## config.mk

```make
export PLATFORM = sky130hd
export DESIGN_NAME = rx_frame_filter
export DESIGN_NICKNAME = d
export VERILOG_FILES = /design/src/rtl/rxf_pkg.sv /design/src/rtl/rxf_hdr_parser.sv /design/src/rtl/rxf_policy.sv /design/src/rtl/rxf_ack_sched.sv /design/src/rtl/rx_frame_filter.sv
export SDC_FILE = /design/constraint.sdc
export NUM_CORES = 1
export LEC_CHECK = 0
export BUFFER_PORTS_ARGS = -buffer_cell sky130_fd_sc_hd__buf_2
export CORE_ASPECT_RATIO = 0.5
export CORE_MARGIN = 4
export CORE_UTILIZATION = 53
export DETAILED_ROUTE_END_ITERATION = 10
export PLACE_DENSITY = 0.82
export SETUP_SLACK_MARGIN = 0.5
export SLEW_MARGIN = 30
export SYNTH_ARGS = -nofsm -noshare
export SYNTH_HDL_FRONTEND = slang
export SYNTH_SLANG_ARGS = --single-unit
```

## constraint.sdc

```tcl
create_clock -name clk -period 6.1 [get_ports clk]
set_clock_uncertainty 0.15 [all_clocks]
set_input_delay 0.915 -clock clk [delete_from_list [all_inputs] [get_ports clk]]
set_output_delay 0.915 -clock clk [all_outputs]
set_load 0.02 [all_outputs]
```

## src/rtl/rxf_pkg.sv

```systemverilog
// Shared types for the receive filter: addressing modes and the decoded
// frame-control word. Assumes the modes follow the 2-bit field encoding.
package rxf_pkg;

    typedef enum logic [1:0] {
        AM_NONE  = 2'b00,
        AM_RSV   = 2'b01,
        AM_SHORT = 2'b10,
        AM_EXT   = 2'b11
    } addr_mode_e;

    typedef struct packed {
        logic       res_type;   // type field in 3'b100..3'b111
        logic       ack_rq;     // acknowledgement requested
        logic       intra;      // source PAN suppressed
        addr_mode_e dmode;
        addr_mode_e smode;
    } fcf_info_t;

    // Number of address bytes a mode contributes.
    function automatic logic [3:0] mode_len(input addr_mode_e m);
        case (m)
            AM_SHORT: mode_len = 4'd2;
            AM_EXT:   mode_len = 4'd8;
            default:  mode_len = 4'd0;
        endcase
    endfunction

    // Pull the filter-relevant subfields out of a frame-control word.
    function automatic fcf_info_t decode_fcf(input logic [15:0] f);
        fcf_info_t r;
        r.res_type = f[2];
        r.ack_rq   = f[5];
        r.intra    = f[6];
        r.dmode    = addr_mode_e'(f[11:10]);
        r.smode    = addr_mode_e'(f[15:14]);
        return r;
    endfunction

endpackage

```

## src/rtl/rxf_hdr_parser.sv

```systemverilog
// Header walker: tracks the byte position inside a frame, assembles the
// frame-control word, derives the addressing-field layout from it, and
// compares the destination PAN and address byte by byte.
// Assumes the length byte comes with rx_sof and the body bytes follow it,
// low byte first in every multi-byte field.
module rxf_hdr_parser
    import rxf_pkg::*;
#(
    parameter int LEN_W = 7
) (
    input  logic             clk,
    input  logic             rst_n,
    input  logic             rx_valid,
    input  logic             rx_sof,
    input  logic [7:0]       rx_data,
    input  logic [15:0]      cfg_pan_id,
    input  logic [15:0]      cfg_short_addr,
    input  logic [63:0]      cfg_ext_addr,
    output fcf_info_t        info,
    output logic [7:0]       seq,
    output logic             byte_ok,
    output logic             last_byte,
    output logic             hdr_done,
    output logic             pan_eq,
    output logic             pan_bc,
    output logic             adr_eq,
    output logic             adr_bc
);

    localparam logic [LEN_W-1:0] FIXED_LEN = LEN_W'(3);
    localparam logic [LEN_W-1:0] PAN_LEN   = LEN_W'(2);

    logic             in_frame_q;
    logic [LEN_W-1:0] len_q, idx_q;
    logic [15:0]      fcf_q, fcf_n;
    logic [7:0]       seq_q;
    logic             pan_eq_q, pan_bc_q, adr_eq_q, adr_bc_q;

    logic [LEN_W-1:0] dpan_len, dadr_len, span_len, sadr_len, a_dadr, hdr_len;
    logic [LEN_W-1:0] kp_full, ka_full;
    logic             dst_on, in_dpan, in_dadr;
    logic [7:0]       ref_pan, ref_adr;

    // Body-byte strobe and last-byte detection.
    always_comb begin
        byte_ok   = rx_valid & ~rx_sof & in_frame_q;
        last_byte = byte_ok & (idx_q == len_q - 1'b1);
    end

    // Frame-control word including the byte arriving now.
    always_comb begin
        fcf_n = fcf_q;
        if (byte_ok && idx_q == '0)            fcf_n[7:0]  = rx_data;
        if (byte_ok && idx_q == LEN_W'(1))     fcf_n[15:8] = rx_data;
        info = decode_fcf(fcf_n);
        seq  = (byte_ok && idx_q == LEN_W'(2)) ? rx_data : seq_q;
    end

    // Addressing-field layout derived from the modes and intra-PAN flag.
    always_comb begin
        dst_on   = info.dmode[1];
        dpan_len = dst_on ? PAN_LEN : '0;
        dadr_len = LEN_W'(mode_len(info.dmode));
        span_len = (info.smode[1] && !(info.intra && dst_on)) ? PAN_LEN : '0;
        sadr_len = LEN_W'(mode_len(info.smode));
        a_dadr   = FIXED_LEN + dpan_len;
        hdr_len  = a_dadr + dadr_len + span_len + sadr_len;
        hdr_done = byte_ok & (idx_q == hdr_len - 1'b1);
    end

    // Destination comparison for the current byte, folded into running flags.
    always_comb begin
        in_dpan = byte_ok && idx_q >= FIXED_LEN && idx_q < a_dadr;
        in_dadr = byte_ok && idx_q >= a_dadr && idx_q < a_dadr + dadr_len;
        kp_full = idx_q - FIXED_LEN;
        ka_full = idx_q - a_dadr;
        ref_pan = kp_full[0] ? cfg_pan_id[15:8] : cfg_pan_id[7:0];
        if (info.dmode == AM_EXT)
            ref_adr = cfg_ext_addr[{ka_full[2:0], 3'b000} +: 8];
        else
            ref_adr = ka_full[0] ? cfg_short_addr[15:8] : cfg_short_addr[7:0];
        pan_eq = pan_eq_q & (~in_dpan | (rx_data == ref_pan));
        pan_bc = pan_bc_q & (~in_dpan | (rx_data == 8'hFF));
        adr_eq = adr_eq_q & (~in_dadr | (rx_data == ref_adr));
        adr_bc = adr_bc_q & (~in_dadr | (rx_data == 8'hFF));
    end

    // Frame position, header capture and compare-flag state.
    always_ff @(posedge clk) begin
        if (!rst_n) begin
            in_frame_q <= 1'b0;
            len_q      <= '0;
            idx_q      <= '0;
            fcf_q      <= '0;
            seq_q      <= '0;
            pan_eq_q   <= 1'b1;
            pan_bc_q   <= 1'b1;
            adr_eq_q   <= 1'b1;
            adr_bc_q   <= 1'b1;
        end else if (rx_valid && rx_sof) begin
            len_q      <= rx_data[LEN_W-1:0];
            in_frame_q <= |rx_data[LEN_W-1:0];
            idx_q      <= '0;
            fcf_q      <= '0;
            seq_q      <= '0;
            pan_eq_q   <= 1'b1;
            pan_bc_q   <= 1'b1;
            adr_eq_q   <= 1'b1;
            adr_bc_q   <= 1'b1;
        end else if (byte_ok) begin
            idx_q    <= idx_q + 1'b1;
            fcf_q    <= fcf_n;
            seq_q    <= seq;
            pan_eq_q <= pan_eq;
            pan_bc_q <= pan_bc;
            adr_eq_q <= adr_eq;
            adr_bc_q <= adr_bc;
            if (last_byte) in_frame_q <= 1'b0;
        end
    end

endmodule

```

## src/rtl/rxf_policy.sv

```systemverilog
// Filter policy: turns the header walker's compare results into the
// address-match and frame-end pulses, keeps the CRC verdict, and decides
// whether an acknowledgement is due. Assumes the walker's outputs describe
// the byte being accepted in the same cycle.
module rxf_policy
    import rxf_pkg::*;
(
    input  logic      clk,
    input  logic      rst_n,
    input  logic      frame_start,
    input  fcf_info_t info,
    input  logic [7:0] seq_in,
    input  logic      last_byte,
    input  logic      hdr_done,
    input  logic      pan_eq,
    input  logic      pan_bc,
    input  logic      adr_eq,
    input  logic      adr_bc,
    input  logic      crc_in,
    input  logic      cfg_promisc,
    input  logic      cfg_res_upload,
    input  logic      cfg_res_filter,
    output logic      addr_match,
    output logic      frame_end,
    output logic      crc_valid,
    output logic      ack_launch,
    output logic [7:0] launch_seq
);

    logic match_q;
    logic res_bypass, drop, pan_ok, dst_ok, match_now, match_final, end_now, launch_now;

    // Decision logic for the byte being accepted.
    always_comb begin
        res_bypass  = info.res_type & ~cfg_res_filter & ~cfg_promisc;
        drop        = res_bypass & ~cfg_res_upload;
        pan_ok      = pan_eq | pan_bc;
        dst_ok      = ((info.dmode == AM_SHORT) & pan_ok & (adr_eq | adr_bc)) |
                      ((info.dmode == AM_EXT)   & pan_ok & adr_eq);
        match_now   = hdr_done & (cfg_promisc | (~res_bypass & dst_ok));
        match_final = hdr_done ? match_now : match_q;
        end_now     = last_byte & ~drop;
        launch_now  = end_now & match_final & ~cfg_promisc & crc_in & info.ack_rq;
    end

    // Registered event pulses, CRC verdict and ACK launch.
    always_ff @(posedge clk) begin
        if (!rst_n) begin
            match_q    <= 1'b0;
            addr_match <= 1'b0;
            frame_end  <= 1'b0;
            crc_valid  <= 1'b0;
            ack_launch <= 1'b0;
            launch_seq <= '0;
        end else begin
            addr_match <= match_now;
            frame_end  <= end_now;
            ack_launch <= launch_now;
            if (frame_start)   match_q    <= 1'b0;
            else if (hdr_done) match_q    <= match_now;
            if (end_now)       crc_valid  <= crc_in;
            if (launch_now)    launch_seq <= seq_in;
        end
    end

endmodule

```

## src/rtl/rxf_ack_sched.sv

```systemverilog
// ACK scheduler: after a launch it counts symbol ticks for the slow or
// fast turnaround and then holds a request with the sequence number until
// it is granted. Assumes sym_tick is a single-cycle pulse. Launches that
// arrive while a request is counting or pending are ignored.
module rxf_ack_sched #(
    parameter int SYM_TICKS = 16,
    parameter int SLOW_SYMS = 12,
    parameter int FAST_SYMS = 2
) (
    input  logic       clk,
    input  logic       rst_n,
    input  logic       launch,
    input  logic [7:0] launch_seq,
    input  logic       fast,
    input  logic       sym_tick,
    input  logic       ack_grant,
    output logic       ack_req,
    output logic [7:0] ack_seq
);

    localparam int SLOW_T = SLOW_SYMS * SYM_TICKS;
    localparam int FAST_T = FAST_SYMS * SYM_TICKS;
    localparam int CNT_W  = $clog2(SLOW_T + 1);

    logic             busy_q;
    logic [CNT_W-1:0] cnt_q;

    // Delay counter and request handshake.
    always_ff @(posedge clk) begin
        if (!rst_n) begin
            busy_q  <= 1'b0;
            cnt_q   <= '0;
            ack_req <= 1'b0;
            ack_seq <= '0;
        end else begin
            if (launch && !busy_q && !ack_req) begin
                busy_q  <= 1'b1;
                cnt_q   <= fast ? CNT_W'(FAST_T) : CNT_W'(SLOW_T);
                ack_seq <= launch_seq;
            end else if (busy_q && sym_tick) begin
                if (cnt_q == CNT_W'(1)) begin
                    busy_q  <= 1'b0;
                    ack_req <= 1'b1;
                end
                cnt_q <= cnt_q - 1'b1;
            end
            if (ack_req && ack_grant) ack_req <= 1'b0;
        end
    end

endmodule

```

## src/rtl/rx_frame_filter.sv

```systemverilog
// Top of the receive address filter: wires the header walker, the filter
// policy and the ACK scheduler. Assumes one receive byte per cycle at most
// and configuration held steady while a frame is in flight.
module rx_frame_filter #(
    parameter int LEN_W     = 7,
    parameter int SYM_TICKS = 16,
    parameter int SLOW_SYMS = 12,
    parameter int FAST_SYMS = 2
) (
    input  logic        clk,
    input  logic        rst_n,
    input  logic        rx_valid,
    input  logic        rx_sof,
    input  logic [7:0]  rx_data,
    input  logic        rx_crc_ok,
    input  logic        sym_tick,
    input  logic [15:0] cfg_pan_id,
    input  logic [15:0] cfg_short_addr,
    input  logic [63:0] cfg_ext_addr,
    input  logic        cfg_promisc,
    input  logic        cfg_res_upload,
    input  logic        cfg_res_filter,
    input  logic        cfg_fast_ack,
    input  logic        ack_grant,
    output logic        addr_match,
    output logic        frame_end,
    output logic        crc_valid,
    output logic        ack_req,
    output logic [7:0]  ack_seq
);

    rxf_pkg::fcf_info_t info;
    logic [7:0] seq, launch_seq;
    logic byte_ok, last_byte, hdr_done, pan_eq, pan_bc, adr_eq, adr_bc, ack_launch;

    rxf_hdr_parser #(.LEN_W(LEN_W)) u_parse (
        .clk(clk), .rst_n(rst_n), .rx_valid(rx_valid), .rx_sof(rx_sof),
        .rx_data(rx_data), .cfg_pan_id(cfg_pan_id), .cfg_short_addr(cfg_short_addr),
        .cfg_ext_addr(cfg_ext_addr), .info(info), .seq(seq), .byte_ok(byte_ok),
        .last_byte(last_byte), .hdr_done(hdr_done), .pan_eq(pan_eq),
        .pan_bc(pan_bc), .adr_eq(adr_eq), .adr_bc(adr_bc)
    );

    rxf_policy u_policy (
        .clk(clk), .rst_n(rst_n), .frame_start(rx_valid & rx_sof), .info(info),
        .seq_in(seq), .last_byte(last_byte), .hdr_done(hdr_done),
        .pan_eq(pan_eq), .pan_bc(pan_bc), .adr_eq(adr_eq), .adr_bc(adr_bc),
        .crc_in(rx_crc_ok), .cfg_promisc(cfg_promisc),
        .cfg_res_upload(cfg_res_upload), .cfg_res_filter(cfg_res_filter),
        .addr_match(addr_match), .frame_end(frame_end), .crc_valid(crc_valid),
        .ack_launch(ack_launch), .launch_seq(launch_seq)
    );

    rxf_ack_sched #(
        .SYM_TICKS(SYM_TICKS), .SLOW_SYMS(SLOW_SYMS), .FAST_SYMS(FAST_SYMS)
    ) u_ack (
        .clk(clk), .rst_n(rst_n), .launch(ack_launch), .launch_seq(launch_seq),
        .fast(cfg_fast_ack), .sym_tick(sym_tick), .ack_grant(ack_grant),
        .ack_req(ack_req), .ack_seq(ack_seq)
    );

endmodule

```

==> summary.txt, run 1 <==
GRT
  – Largest net degree at the start of global routing: 44
  – Initial antenna violation count: 0
  – Grt ovf: 0
  – Gr usage total: 23.10%
  – First-pass GRT wire length: 17910 microns
  – Vias in the first global route: 3769

Power
  – PwrDens: 203.7 nW/um^2
  – Power share of the combinational group: 11.0%
  – Clock network fraction of design power: 48.7%
  – Total Power: 0.001070 W
  – Net Sw Frac: 23.64%
  – Power share of the sequential group: 40.3%
  – Peak VDD IR: 0.1631 mV
  – Leakage: 2.343 nW
  – Int Pwr: 0.0008171 W
  – P_sw: 0.0002529 W

Logic synthesis
  – Number of enable flip-flop cells after synthesis: 0
  – Synthesized area per cell: 8.848 sq um
  – Dominant synthesized flop cell: dfxtp_1
  – Cell taking the most area after synthesis: dfxtp_1
  – Synth async-reset ratio: 0%
  – Post-synthesis cell area: 4309 sq um
  – Flop and latch count out of synthesis: 65
  – Yosys top cell area share: 30.20%
  – Warnings from Yosys: 0
  – Ranking of synthesized cells by area: dfxtp_1 (30%), mux4_2 (8.4%), mux2i_1 (7.2%)
  – Synth cell types: 56
  – Sequential cell area fraction in the yosys report: 30.20%
  – Cells after synthesis: 487
  – Synth Net Count: 621

Detailed routing
  – Antenna-violating nets left: 0
  – Pre-antenna DRT Iters: 4
  – Initial DRC count: 246
  – Vias: 3975
  – Wirelength, routed: 11140 microns
  – DRC violations left: 0
  – Avg Vias per Cell: 5.599
  – Wire length per cell: 15.70 microns

Clock tree
  – TritonCTS clock tree: done
  – Clock-pin slew on the worst setup and hold paths: 0.06 ns
  – CTS buffer count: 9
  – Post-CTS Hold Buffers: 0
  – Clock Sinks: 65
  – # resized after CTS: 0
  – Clk buf depth: 2
  – H-tree levels: 3
  – Root buf cell: clkbuf_16
  – Insertion delay to the later sink of the worst-skew pair: 0.33 ns
  – Post-CTS Setup Inserts: 0

Die
  – Core area: 7597 sq um
  – Area of the die: 9725 sq um
  – I/O pins: 127
  – Chip width: 135.5 microns
  – Rows: 22
  – Starting density of the core: 56.72%
  – Die height: 71.76 microns

STA
  – Hold slack: 0.3009 ns
  – Slew headroom: 46.18%
  – RSZ-0062 raised after global routing: no
  – Fin crit share: 86.24%
  – Final Max Slew Viols: 0
  – Hold Vio Cnt, Final: 0
  – Setup violations, final: 0
  – Worst Max-Slew Pin Slew: 0.8054 ns
  – Max Fclk: 0.1901 GHz
  – Sum Neg Setup Slack: 0 ns
  – Final min period: 5.260 ns

Worst setup path
  – Endpoint type of the worst setup path: register
  – Worst Setup Start Kind: input pin
  – Crit Path Class: in2reg
  – CP required: 6.17 ns
  – CP arrival: 5.33 ns
  – CP Max Fanout: 16

Cells and area
  – Most frequent cells in the layout: buf_2 (126), dfxtp_1 (64), nand2_1 (58)
  – Most common cell after layout, fill and taps aside: buf_2
  – Multi-input gate area: 2806 sq um
  – Filler Cell Count: 616
  – Storage element area: 1303 sq um
  – Ant diodes: 0
  – Area growth syn-to-layout: 21.86%
  – Layout cell share with drive strength beyond 1: 29.90%
  – Final Core Density: 69.12%
  – Fin nets: 731
  – Layout Cells excl Fill: 710

Place
  – Final Wtd Congestion: 0.8382
  – Detail Placement HPWL: 8344 microns
  – Port bufs: 126
  – Placed Instances: 694

Outcome
  – Status: finished, final reports clean

Worst hold path
  – Min-Delay Path Class: reg2reg

Run
  – Max cap viols: 0
## area by class of cell
type | count | share of cell area (%)
repair buffers | 128 | 12.29
flip-flops and latches | 65 | 24.80
multi-input cells | 378 | 53.44
inverters | 15 | 1.072
clock buffers | 10 | 4.551
clock inverters | 6 | 1.263
well taps | 108 | 2.573
## Yosys cell counts (all sizes together) (13+ instances only)
master,count
mux4,16
nor2,43
nand4,13
a21oi,29
mux2i,31
dfxtp,65
inv,14
o21ai,15
ha,17
xor2,14
and2,13
xnor2,17
clkbuf,18
nand2,58
## power by group through the flow
stage                     Sequential (W)  Combinational [W]  Clock, W
final                           0.000431           0.000118  0.000521
after global routing            0.000431           0.000130  0.000549
after CTS                       0.000431           0.000118  0.000530
after detailed placement        0.000440           0.000117         0
after global placement          0.000440           0.000115         0
after floorplan                 0.000439          0.0000663         0
## registers in the layout, indices dropped and copies added, names as in the netlist
| name | flops |
|---|---|
| u_policy.addr_match | 1 |
| u_ack.ack_req | 1 |
| u_parse.in_frame_q | 1 |
| u_parse.adr_eq_q | 1 |
| u_policy.match_q | 1 |
| u_ack.busy_q | 1 |
| u_ack.ack_seq | 8 |
| u_ack.cnt_q | 8 |
| u_parse.pan_eq_q | 1 |
| u_parse.adr_bc_q | 1 |
| u_policy.frame_end | 1 |
| u_parse.pan_bc_q | 1 |
| u_policy.launch_seq | 8 |
| u_parse.len_q | 7 |
| u_parse.seq_q | 8 |
| u_parse.idx_q | 7 |
| u_policy.ack_launch | 1 |
| u_policy.crc_valid | 1 |
| u_parse.fcf_q | 7 |
## cell families (layout without fill, tap and decap cells)
logic type	after synthesis	in the layout	synth area share (%)
AO/OA/AOI/OAI	81	81	12.43
XOR/XNOR	31	31	6.301
adder cells (fa/ha/maj)	19	19	5.865
buffers and inverters	44	159	4.674
flip-flops	65	65	30.20
multiplexers	56	56	17.92
other	2	2	0.1743
AND/OR/NAND/NOR	189	189	22.44
## path summary, 6_finish.rpt
kind	from	end	slack (ns)	cells after the start
setup / recovery	rx_sof	u_policy.launch_seq[6]$_SDFFE_PN0P_	0.84	14
hold / removal	u_ack.ack_seq[2]$_SDFFE_PN0P_	u_ack.ack_seq[2]$_SDFFE_PN0P_	0.30	2
setup reg to reg	u_parse.idx_q[1]$_SDFFE_PP0P_	u_policy.launch_seq[6]$_SDFFE_PN0P_	0.87	14
hold reg to reg	u_ack.ack_seq[2]$_SDFFE_PN0P_	u_ack.ack_seq[2]$_SDFFE_PN0P_	0.30	2
## through the flow
stage / area [sq um] / setup WS [ns]
5_1_grt: 5251 / 0.5827
6_report: 5251 / 0.8396
2_1_floorplan: 4309 / 1.041
3_5_place_dp: 4946 / 0.5231
4_1_cts: 5251 / 0.8564
3_3_place_gp: 4946 / 0.6342
## metal layers
layer | GRT usage, % | part of all wire [%]
met3 | 5.891 | 8.4
met5 | 0 | 0
met2 | 39.98 | 48
met4 | 7.598 | 1.5
met1 | 28.42 | 42
## critical path, stage by stage
cell      delay, ns
buf_2          0.12
and4bb_2       0.35
and3_1         0.29
mux2i_1        0.45
fa_1           0.76
mux4_2         0.37
nor2b_1        0.14
a221oi_1       0.24
or3_1          0.16
nand4_1        0.12
nor4_2         0.39
o21ai_2        0.16
a211oi_4       0.47
mux2_2         0.39
(Power assumes the default switching activity.)
==> run 2: changes to the inputs <==
--- a/config.mk
+++ b/config.mk
@@ -12,5 +12,5 @@
 export DETAILED_ROUTE_END_ITERATION = 10
 export PLACE_DENSITY = 0.82
-export SETUP_SLACK_MARGIN = 0.5
+export SETUP_SLACK_MARGIN = 0.05
 export SLEW_MARGIN = 30
 export SYNTH_ARGS = -nofsm -noshare
==> constraint.sdc (replaced) <==
create_clock -name clk -period 6.1 [get_ports clk]
set_clock_uncertainty 0.15 [all_clocks]
set_input_delay 0.61 -clock clk [delete_from_list [all_inputs] [get_ports clk]]
set_output_delay 0.61 -clock clk [all_outputs]
set_load 0.02 [all_outputs]
==> run 2 against run 1 <==
Compared with the run above: die area unchanged; final area about the same; critical path depth unchanged; fmax up 0.24%; worst hold slack worse by 0.0037 ns; register-to-register slack worse by 0.02 ns; final cell count up 0.14%; utilization up 0.066 points; count of clock-buffer cells in the layout down 1; power down 0.28%; critical endpoint is now u_policy.launch_seq[5]$_SDFFE_PN0P_.
==> summary.txt, run 2 (synthesis gave the netlist of run 1 again) <==
Power
  – Leakage: 2.339 nW
  – Total Power: 0.001067 W
  – Peak VDD IR: 0.1265 mV
  – PwrDens: 203.0 nW/um^2

Die
  – Die height: 71.76 microns
  – Core area: 7597 sq um
  – Starting density of the core: 56.72%
  – Area of the die: 9725 sq um
  – I/O pins: 127
  – Chip width: 135.5 microns
  – Rows: 22

STA
  – Hold Vio Cnt, Final: 0
  – Hold slack: 0.2972 ns
  – RSZ-0062 raised after global routing: no
  – Slew headroom: 47.56%
  – Setup violations, final: 0
  – Sum Neg Setup Slack: 0 ns
  – Final Max Slew Viols: 0
  – Fin crit share: 86.03%
  – Worst Max-Slew Pin Slew: 0.7848 ns
  – Final min period: 5.248 ns
  – Max Fclk: 0.1905 GHz

Place
  – Detail Placement HPWL: 8530 microns
  – Final Wtd Congestion: 0.8420
  – Area after DPL: 4954 sq um
  – Port bufs: 126

Clock tree
  – Insertion delay to the later sink of the worst-skew pair: 0.33 ns
  – Root buf cell: clkbuf_16
  – Post-CTS Hold Buffers: 0
  – Clk buf depth: 2
  – TritonCTS clock tree: done
  – H-tree levels: 3
  – Clock Sinks: 65
  – CTS buffer count: 9
  – Clock-pin slew on the worst setup and hold paths: 0.06 ns
  – Post-CTS Setup Inserts: 0
  – # resized after CTS: 0

Worst setup path
  – Endpoint type of the worst setup path: register
  – Crit Path Class: reg2reg
  – CP arrival: 5.31 ns
  – CP Max Fanout: 16
  – Flop2flop setup slack: 0.85 ns
  – Register-to-Register Path Depth: 14
  – Crit Reg-Reg Startpoint: u_parse.idx_q[1]$_SDFFE_PP0P_
  – Reg2reg end: u_policy.launch_seq[5]$_SDFFE_PN0P_
  – CP required: 6.16 ns
  – Worst Setup Start Kind: register

GRT
  – M3 GR Usage: 5.680%
  – Largest net degree at the start of global routing: 44
  – Initial antenna violation count: 0
  – Vias in the first global route: 4014
  – Layer with the highest usage: met2
  – Met2 usage: 41.69%
  – Grt ovf: 0
  – GR Util met1: 28.09%
  – First-pass GRT wire length: 18310 microns
  – Gr usage total: 23.36%

Outcome
  – Status: finished, final reports clean

Cells and area
  – Area growth syn-to-layout: 21.98%
  – Layout cell share with drive strength beyond 1: 29.85%
  – Multi-input gate area: 2806 sq um
  – Storage element area: 1303 sq um
  – Most frequent cells in the layout: buf_2 (126), dfxtp_1 (64), nand2_1 (58)
  – Most common cell after layout, fill and taps aside: buf_2
  – Final Cell Area: 5256 sq um
  – Filler Cell Count: 620
  – Fin nets: 732
  – Ant diodes: 0

Detailed routing
  – Vias: 3962
  – Wirelength, routed: 11220 microns
  – Wire length per cell: 15.78 microns
  – DRC violations left: 0
  – Antenna-violating nets left: 0
  – Initial DRC count: 162
  – Pre-antenna DRT Iters: 4
  – Avg Vias per Cell: 5.572

Worst hold path
  – WHS Path Cells: 2
  – Hold path startpoint: u_policy.launch_seq[4]$_SDFFE_PN0P_
  – WHS Endpoint: u_ack.ack_seq[4]$_SDFFE_PN0P_
  – Min-Delay Path Class: reg2reg

Run
  – Max cap viols: 0
-- run 2: cell type report --
class                      count  area share [%]
inverter                      15           1.071
clock inverter                 7           1.476
tap                          108           2.571
multi-input combinational    378           53.39
timing repair buffer         129           12.43
sequential                    65           24.78
clock buffer                   9           4.285
-- run 2: routing by layer --
layer	up-vias	wire, microns
met4	0	178
met5	-	0
met3	18	763
met2	129	5585
li1	1968	-
met1	1847	4689
-- run 2: how the worst max path moves through the flow --
stage	endpoint	cells after the start	slack (ns)	start
2_1_floorplan	u_policy.launch_seq[0]$_SDFFE_PN0P_	17	1.33	u_parse.idx_q[1]$_SDFFE_PP0P_
6_report	u_policy.launch_seq[5]$_SDFFE_PN0P_	14	0.85	u_parse.idx_q[1]$_SDFFE_PP0P_
3_5_place_dp	u_policy.launch_seq[0]$_SDFFE_PN0P_	14	0.83	rx_sof
5_1_grt	u_policy.launch_seq[5]$_SDFFE_PN0P_	14	0.55	u_parse.idx_q[1]$_SDFFE_PP0P_
3_3_place_gp	u_policy.launch_seq[3]$_SDFFE_PN0P_	14	0.93	rx_sof
4_1_cts	u_policy.launch_seq[5]$_SDFFE_PN0P_	14	0.90	u_parse.idx_q[1]$_SDFFE_PP0P_
-- run 2: through the flow --
stage / utilization [%] / setup WS, ns / std cells
floorplan: - / 1.326 / 487
global placement: 65.20 / 0.9272 / 695
detailed placement: 65.20 / 0.8313 / 695
CTS: 69.19 / 0.9037 / 711
global route: 69.19 / 0.5541 / 711
finish: 69.19 / 0.8520 / 711
-- run 2: report_power, final --
part	leakage, nW	internal (W)	switching [W]	total (W)
Sequential	0.525	0.000428	0.00000337	0.000431
Clock	0.146	0.000319	0.000198	0.000517
Combinational	1.67	0.0000614	0.0000576	0.000119
-- run 2: critical path, stage by stage (launching register included) --
cell and delay (ns):
dfxtp_1 0.59, inv_1 0.17, ha_1 0.26, and3_1 0.23, mux2i_1 0.23, fa_1 0.98, mux4_2 0.39, nor2b_1 0.14
a221oi_1 0.26, or3_1 0.16, nand4_1 0.12, nor4_2 0.40, o21ai_2 0.16, a211oi_4 0.48, mux2_2 0.40
==> run 3: changes to the inputs <==
Clock period 6.1 ns to 5 ns, I/O delays scaled along.
==> run 3 against run 2 <==
Compared with the run above: power is 17% higher; die area is the same; setup slack worse by 0.44 ns; critical path type unchanged; critical endpoint is now u_policy.launch_seq[2]$_SDFFE_PN0P_; count of clock-buffer cells in the layout is 3 higher; largest cell class unchanged.
==> summary.txt, run 3 (synthesis gave the netlist of run 1 again) <==
GRT
  – First-pass GRT wire length: 18050 microns
  – Initial antenna violation count: 0
  – Gr usage total: 23.50%
  – Grt ovf: 0
  – Vias in the first global route: 3795
  – Largest net degree at the start of global routing: 43

Die
  – Rows: 22
  – Die height: 71.76 microns
  – Starting density of the core: 56.72%
  – Area of the die: 9725 sq um
  – Chip width: 135.5 microns
  – I/O pins: 127
  – Core area: 7597 sq um

Cells and area
  – Final Core Density: 69.58%
  – Ant diodes: 0
  – Final Cell Area: 5286 sq um
  – Most frequent cells in the layout: buf_2 (126), dfxtp_1 (64), nand2_1 (58)
  – Fin nets: 737
  – Most common cell after layout, fill and taps aside: buf_2
  – Area growth syn-to-layout: 22.68%
  – Layout cell share with drive strength beyond 1: 30.59%

Power
  – Power share of the sequential group: 42.2%
  – Peak VDD IR: 0.1690 mV
  – Int Pwr: 0.0009453 W
  – Clock network fraction of design power: 46.1%
  – Leakage: 2.355 nW
  – PwrDens: 235.6 nW/um^2
  – Net Sw Frac: 24.11%
  – P_sw: 0.0003003 W
  – Power share of the combinational group: 11.7%

Clock tree
  – Insertion delay to the later sink of the worst-skew pair: 0.34 ns
  – Clock-pin slew on the worst setup and hold paths: 0.06 ns
  – Clk buf depth: 2
  – Post-CTS Hold Buffers: 0
  – Root buf cell: clkbuf_16
  – H-tree levels: 3
  – Clock Sinks: 65
  – TritonCTS clock tree: done
  – CTS buffer count: 9

STA
  – Hold Vio Cnt, Final: 0
  – Final Max Slew Viols: 0
  – Slew headroom: 44.83%
  – RSZ-0062 raised after global routing: no
  – Sum Neg Setup Slack: 0 ns
  – Max Fclk: 0.2179 GHz
  – Worst Max-Slew Pin Slew: 0.8256 ns
  – Fin crit share: 91.79%
  – Setup violations, final: 0
  – Final min period: 4.590 ns

Detailed routing
  – Avg Vias per Cell: 5.654
  – Antenna-violating nets left: 0
  – Wirelength, routed: 11500 microns
  – DRC violations left: 0
  – Initial DRC count: 270
  – Wire length per cell: 16.06 microns
  – Pre-antenna DRT Iters: 5
  – Vias: 4048

Worst setup path
  – Slowest cell on crit path: or4_1
  – Crit Path Class: reg2reg
  – CP Max Fanout: 9
  – CP arrival: 4.66 ns
  – Worst Setup Start Kind: register
  – CP required: 5.07 ns
  – Endpoint type of the worst setup path: register
  – Crit path largest cell delay: 0.59 ns
  – Kind of cell adding the most delay to the critical path: simple AND/OR/NAND/NOR gates
  – Crit path buf inv count: 4
  – Flop2flop setup slack: 0.41 ns
  – Critical path, cell by cell: buf_4, or4_1, nor3_2, nand2_1, mux2i_1, o21bai_1, fa_1, inv_1, ha_1, ha_1, xnor2_1, nand4_1, nor3_1, inv_1, a211oi_2, a21o_1, a211oi_4, buf_12, mux2_2

Place
  – Detail Placement HPWL: 8296 microns
  – Area after DPL: 4984 sq um
  – Final Wtd Congestion: 0.8689
  – Port bufs: 126

Run
  – Max cap viols: 0

Outcome
  – Status: finished, final reports clean

Worst hold path
  – Min-Delay Path Class: in2reg
[run 3: per-stage QoR]
stage	worst slack [ns]	hold slack [ns]	std cells	power [W]
2_1_floorplan	0.2262	0.2773	487	0.0006165
3_3_place_gp	0.1111	0.2869	699	0.0006769
3_5_place_dp	0.04231	0.2932	699	0.0006795
4_1_cts	0.1415	0.2663	715	0.001253
5_1_grt	0.1323	0.2867	716	0.001293
6_report	0.4103	0.2772	716	0.001246
[run 3: final timing paths]
| path | from | end | depth (start not counted) |
|---|---|---|---|
| setup reg to reg | u_parse.idx_q[3]$_SDFFE_PP0P_ | u_policy.launch_seq[2]$_SDFFE_PN0P_ | 19 |
| hold reg to reg | u_policy.launch_seq[1]$_SDFFE_PN0P_ | u_ack.ack_seq[1]$_SDFFE_PN0P_ | 2 |
| setup / recovery | u_parse.idx_q[3]$_SDFFE_PP0P_ | u_policy.launch_seq[2]$_SDFFE_PN0P_ | 19 |
| hold / removal | rx_crc_ok | u_policy.crc_valid$_SDFFE_PN0P_ | 3 |
[run 3: tightest hold or removal path, stage by stage]
cell	delay, ns
buf_2	0.09
mux2i_1	0.07
nor2_1	0.08
[run 3: repair_timing]
action | in CTS | in global routing
resized for setup | 0 | 2
setup buffers | 0 | 1
hold endpoints to repair | 0 | 0
setup endpoints to repair | 0 | 8
[run 3: power by group through the flow]
stage               clock network [W]   logic, W  registers (W)
finish                       0.000574   0.000146       0.000526
global route                 0.000608   0.000159       0.000526
CTS                          0.000583   0.000145       0.000526
detailed placement                  0   0.000143       0.000537
global placement                    0   0.000140       0.000537
floorplan                           0  0.0000809       0.000536
[run 3: final cells by class]
cell class | count | area [sq um]
repair buffers | 134 | 703.2
clock buffers | 12 | 246.5
fillers | 630 | 2311
flip-flops and latches | 65 | 1303
well taps | 108 | 135.1
multi-input cells | 378 | 2814
clock inverters | 4 | 28.78
inverters | 15 | 56.30
[run 3: layer usage]
layer / vias to the layer above / share of wire, % / track usage (%)
li1: 1980 / - / -
met1: 1875 / 42 / 28.87
met2: 165 / 48 / 41.24
met3: 28 / 6.7 / 5.610
met4: 0 / 2.5 / 7.263
met5: - / 0 / 0
